===== config.mk =====
export PLATFORM = sky130hd
export DESIGN_NAME = reg_renamer
export DESIGN_NICKNAME = d
export VERILOG_FILES = /design/src/rtl/reg_renamer.sv
export SDC_FILE = /design/constraint.sdc
export NUM_CORES = 2
export LEC_CHECK = 0
export BUFFER_PORTS_ARGS = -buffer_cell sky130_fd_sc_hd__buf_2
export CORE_AREA = 2 2 279 281
export CTS_BUF_LIST = sky130_fd_sc_hd__clkbuf_4 sky130_fd_sc_hd__clkbuf_8 sky130_fd_sc_hd__clkbuf_16
export DETAILED_ROUTE_END_ITERATION = 8
export DIE_AREA = 0 0 281 283
export HOLD_SLACK_MARGIN = 0.15
export PLACE_DENSITY = 0.77
export SETUP_SLACK_MARGIN = 0.2
export SYNTH_ARGS = -nofsm -noshare
export SYNTH_HDL_FRONTEND = slang
export SYNTH_SLANG_ARGS = --single-unit

===== constraint.sdc =====
create_clock -name clk -period 14.7 [get_ports clk]
set_input_delay 2.94 -clock clk [delete_from_list [all_inputs] [get_ports clk]]
set_output_delay 2.94 -clock clk [all_outputs]
set_load 0.03 [all_outputs]

===== src/rtl/reg_renamer.sv =====
`timescale 1ns/1ps
module reg_renamer #(
  parameter int ARCH   = 32,
  parameter int PHYS   = 64,
  parameter int HDEPTH = 16,
  parameter int SEQW   = 16,
  localparam int AW = $clog2(ARCH),
  localparam int PW = $clog2(PHYS),
  localparam int HW = $clog2(HDEPTH),
  localparam int CW = $clog2(HDEPTH + 1)
) (
  input  logic            clk,
  input  logic            rst_n,
  input  logic            in_valid,
  input  logic [SEQW-1:0] in_seq,
  input  logic [AW-1:0]   in_src_a,
  input  logic [AW-1:0]   in_src_b,
  input  logic            in_has_dst,
  input  logic [AW-1:0]   in_dst,
  output logic            stall,
  output logic [PW-1:0]   src_a_preg,
  output logic            src_a_rdy,
  output logic [PW-1:0]   src_b_preg,
  output logic            src_b_rdy,
  output logic [PW-1:0]   dst_preg,
  input  logic            wb_valid,
  input  logic [PW-1:0]   wb_preg,
  input  logic            squash_valid,
  input  logic [SEQW-1:0] squash_seq,
  input  logic            commit_valid,
  input  logic [SEQW-1:0] commit_seq
);

  typedef enum logic [1:0] {IDLE, UNDO, RETIRE} mode_t;

  mode_t           mode_q;
  logic [SEQW-1:0] target_q;
  logic [PW-1:0]   map_q [ARCH];
  logic [PHYS-1:0] free_q, rdy_q;
  logic [HW-1:0]   head_q, tail_q;
  logic [CW-1:0]   hcnt;

  logic [SEQW-1:0] h_seq [HDEPTH];
  logic [AW-1:0]   h_arch [HDEPTH];
  logic [PW-1:0]   h_new [HDEPTH];
  logic [PW-1:0]   h_old [HDEPTH];
  logic            h_ph [HDEPTH];

  logic [PW-1:0] pick;
  logic          have_free;
  always_comb begin
    pick = '0;
    have_free = 1'b0;
    for (int i = PHYS - 1; i >= 0; i--)
      if (free_q[i]) begin
        pick = PW'(i);
        have_free = 1'b1;
      end
  end

  wire [HW-1:0] newest = tail_q - 1'b1;
  wire hist_full = (hcnt == CW'(HDEPTH));
  wire hist_some = (hcnt != '0);
  wire undo_pop   = (mode_q == UNDO)   && hist_some && (h_seq[newest] > target_q);
  wire retire_pop = (mode_q == RETIRE) && hist_some && (h_seq[head_q] <= target_q);

  assign stall = (mode_q != IDLE) | squash_valid | commit_valid | hist_full
               | (in_has_dst & ~have_free);
  wire accept = in_valid & ~stall;

  assign src_a_preg = map_q[in_src_a];
  assign src_b_preg = map_q[in_src_b];
  assign src_a_rdy  = rdy_q[map_q[in_src_a]];
  assign src_b_rdy  = rdy_q[map_q[in_src_b]];
  assign dst_preg   = in_has_dst ? pick : '0;

  always_ff @(posedge clk) begin
    if (accept) begin
      h_seq[tail_q]  <= in_seq;
      h_arch[tail_q] <= in_dst;
      h_new[tail_q]  <= pick;
      h_old[tail_q]  <= map_q[in_dst];
      h_ph[tail_q]   <= ~in_has_dst;
    end
  end

  always_ff @(posedge clk) begin
    if (!rst_n) begin
      mode_q   <= IDLE;
      target_q <= '0;
      head_q   <= '0;
      tail_q   <= '0;
      hcnt     <= '0;
      rdy_q    <= '1;
      for (int i = 0; i < ARCH; i++) map_q[i] <= PW'(i);
      for (int i = 0; i < PHYS; i++) free_q[i] <= (i >= ARCH);
    end else begin
      if (wb_valid) rdy_q[wb_preg] <= 1'b1;
      case (mode_q)
        IDLE: begin
          if (squash_valid) begin
            mode_q   <= UNDO;
            target_q <= squash_seq;
          end else if (commit_valid) begin
            mode_q   <= RETIRE;
            target_q <= commit_seq;
          end else if (accept) begin
            tail_q <= tail_q + 1'b1;
            hcnt   <= hcnt + 1'b1;
            if (in_has_dst) begin
              map_q[in_dst] <= pick;
              free_q[pick]  <= 1'b0;
              rdy_q[pick]   <= 1'b0;
            end
          end
        end
        UNDO: begin
          if (undo_pop) begin
            if (!h_ph[newest]) begin
              map_q[h_arch[newest]] <= h_old[newest];
              free_q[h_new[newest]] <= 1'b1;
            end
            tail_q <= newest;
            hcnt   <= hcnt - 1'b1;
          end else mode_q <= IDLE;
        end
        RETIRE: begin
          if (retire_pop) begin
            if (!h_ph[head_q]) free_q[h_old[head_q]] <= 1'b1;
            head_q <= head_q + 1'b1;
            hcnt   <= hcnt - 1'b1;
          end else mode_q <= IDLE;
        end
        default: mode_q <= IDLE;
      endcase
    end
  end

endmodule


==> flow_summary.yaml <==
synthesis:
  synth_edf_count: 736
  async_flop_share_pct: 0
  synthSimpleGateAreaFrac_pct: 7.93
  synth_area_per_cell_sq_um: 15.1
  syn_nets: 3136
  syn_area_sq_mm: 0.0455
  synth_mux_area_share_pct: 26.7
  synth_compound_area_share_pct: 5.75
  ys_ff_latch: 899
  synth_fa_ha_area_share_pct: 1.25
  syn_inst: 3015
  ys_types: 73
  synth_ff_type: "edfxtp_1"
  yosysTopAreaCell: "edfxtp_1"
  synth_area_leaders: "edfxtp_1 49%, mux4_2 23%, dfxtp_1 7.2%, mux2i_1 3.3%, nor2_1 2.2%"
  synthXorXnorAreaFrac_pct: 0.228
  yosysSeqAreaShare_pct: 55.8
  synth_top_family_by_area: "multiplexers"
  synth_top_area_share_pct: 48.6
  yosysWarningCount: 0
min_path:
  worstHoldPathCells: 2
  worstHoldPathType: "flip-flop to flip-flop"
global_routing:
  antenna_found_initial: 6
  grt_pass1_wl_mm: 196
  overflow: 0
  grt_max_degree: 105
  grt_pass1_vias: 30200
  grt.total_usage_pct: 33.1
clocking:
  root_buffer: "clkbuf_16"
  numCtsBuffers: 91
  post-cts-setup-buffer-count: 0
  holdBufCountCts: 0
  clk_pin_slew_ps: 60
  clock_sinks: 899
  htreeDepth: 3
  tritoncts: "built"
  cts_resized: 0
  clk_latency_ps: 660
  clockBufferDepth: 3
detailed_routing:
  drcViolationCount: 0
  drt-pass1-iter-count: 6
  postRouteAntennaNets: 0
  drtIter0Drc: 4288
  wl_mm: 131
  vias: 30100
  wl_per_cell_microns: 31.2
  drt-vias-per-instance: 7.20
critical_path:
  crit_path_cell_trace: "buf_2 -> buf_4 -> mux4_2 -> mux2i_1 -> or3_1 -> and4_2 -> mux2i_1 -> mux4_2 -> mux2i_1 -> mux2i_1 -> mux2i_1 -> buf_2"
  worstSetupPathType: "input port to output port"
  r2r_cells: 17
  required_ps: 11760
  crit_path_frequent_cell: "mux2i_1"
  cp_max_fo: 51
  critPathBufInv: 3
  critical_path.max_stage_delay_ps: 910
  crit_slowest_cell: "and4_2"
  critical-path-top-delay-family: "multiplexers"
  critPathLaunchType: "input port"
  cp_data_arrival_time_ps: 7020
  cp.depth: 12
  critPathCaptureType: "output port"
power_and_ir_drop:
  swShare_pct: 25.6
  clock_power_share_pct: 39.4
  p_switching_w: 0.00157
  combPwrFrac_pct: 14.4
  p_leak_nw: 15.8
  cellPowerDensity_mw_per_mm2: 122
  internal_power_w: 0.00454
  sequentialPowerShare_pct: 46.2
  ir_drop_mv: 0.110
  total_power_w: 0.00611
place:
  dpl.hpwl_mm: 83.8
  gp_congestion: 0.948
  place_area_sq_mm: 0.0471
  place_inst: 4009
  pre_cts_slack_ps: 4700
  portBuffers: 96
floorplan:
  dieArea_sq_mm: 0.0795
  fp-row-count: 102
  fp.dieW_microns: 281
  die_y_microns: 283
  initial_core_util_pct: 59.3
  io-pin-count: 97
  core_area_sq_mm: 0.0767
final_layout:
  fin_cells: 4186
  syn2layout_area_growth_pct: 10.5
  fin_nets: 3184
  drive_gt1_share_pct: 27.5
  num-fill-cells: 5171
  fin_area_sq_mm: 0.0502
timing:
  hold_violations: 0
  rsz0062_at_grt: "false"
  skew_ps: 34.6
  drv_slew: 0
  fin_crit_ps: 9960
  timing.setup.tns_ps: 0
  fmax_mhz: 100
  finalCritPeriodShare_pct: 67.8
  worst_pin_slew_ps: 1180
  slew_headroom_pct: 20.9
  setup-violations-final: 0
  layout_setup_ws_ps: 4740
status:
  outcome: "completed"
run:
  maxCapViolations: 0
[worst reg2reg max path: cells and delay by family, from the launching register on]
kind | cells | cell delay [ps]
mux | 3 | 1900
simple gates | 4 | 870
flops | 1 | 870
fa+ha+maj | 2 | 1080
compound gates | 5 | 1300
buf+inv | 3 | 1510
[kinds of logic after synthesis]
logic type | Yosys count
compound gates | 426
flops | 899
mux | 631
xor+xnor | 11
simple gates | 748
fa+ha+maj | 45
buf+inv | 255
[power groups by stage]
stage / Combinational, W / Sequential (W) / Clock, W
after floorplan: 0.000620 / 0.00285 / 0
after global placement: 0.000841 / 0.00287 / 0
after detailed placement: 0.000865 / 0.00287 / 0
after CTS: 0.000871 / 0.00282 / 0.00242
after global routing: 0.000927 / 0.00282 / 0.00252
final: 0.000883 / 0.00282 / 0.00241
[metrics by stage]
| stage | utilization, % | hold slack [ps] |
|---|---|---|
| floorplan | - | 466 |
| global placement | 61.4 | 478 |
| detailed placement | 61.4 | 498 |
| CTS | 65.5 | 507 |
| global route | 65.5 | 540 |
| finish | 65.5 | 513 |
[area by class of cell]
| class | instances | area [sq um] | share of cell area, % |
|---|---|---|---|
| Antenna cell | 6 | 15.0 | 0.0299 |
| Tap cell | 1040 | 1300 | 2.59 |
| Clock inverter | 53 | 592 | 1.18 |
| Multi-Input combinational cell | 1861 | 19200 | 38.3 |
| Sequential cell | 899 | 25400 | 50.5 |
| Timing Repair Buffer | 158 | 967 | 1.92 |
| Clock buffer | 117 | 2540 | 5.07 |
| Inverter | 52 | 198 | 0.393 |
[per-layer routing]
metal / vias to the layer above / track usage (%) / wire (microns)
met3: 384 / 6.65 / 14900
met2: 2116 / 52.4 / 63000
li1: 12400 / - / -
met5: - / 0 / 16
met4: 2 / 13.8 / 5910
met1: 15300 / 45.3 / 46900
[placed cells by master (no fill, tap or decap), types with 58 or more instances in the layout]
| cell | count |
|---|---|
| dfxtp_1 | 159 |
| o22ai_1 | 65 |
| mux4_2 | 463 |
| edfxtp_1 | 736 |
| buf_4 | 61 |
| nor3_1 | 58 |
| clkbuf_16 | 93 |
| o21ai_0 | 88 |
| a211oi_1 | 82 |
| buf_2 | 95 |
| mux2i_1 | 143 |
| nand2_1 | 164 |
| a21oi_1 | 124 |
| nand3_1 | 74 |
| nor2_1 | 251 |
[cells in the mapped netlist (9+ instances only)]
cell      count
edfxtp_1    736
mux4_2      463
nor2_1      264
nand2_1     164
dfxtp_1     163
mux2i_1     150
a21oi_1     127
clkbuf_1    120
o21ai_0      88
a211oi_1     82
nand3_1      74
o22ai_1      65
nor3_1       63
inv_1        49
buf_2        44
ha_1         44
nand2b_1     32
nand4_1      24
buf_1        23
nor4_1       23
nor2b_1      22
mux2_2       18
buf_4        13
a21o_1       11
nand3b_1     11
and2_1       10
o21a_1        9
[registers in the layout, indices dropped and copies added (netlist names), named ones only]
signal    flops
h_old        96
h_arch       80
map_q       192
h_new        96
mode_q        2
tail_q        4
head_q        4
target_q     16
h_ph         16
rdy_q        64
hcnt          5
h_seq       256
free_q       64
[final timing paths]
kind / slack (ps) / end / startpoint
worst max-delay path: 4740 / src_a_rdy / in_src_a[0]
worst min-delay path: 510 / target_q[8]$_SDFFE_PN0P_ / target_q[8]$_SDFFE_PN0P_
worst max register to register: 6810 / map_q[10][1]$_SDFFCE_PN1P_ / tail_q[0]$_SDFFE_PN0P_
worst min register to register: 510 / target_q[8]$_SDFFE_PN0P_ / target_q[8]$_SDFFE_PN0P_
No activity file was read; power rests on OpenSTA's default activity.
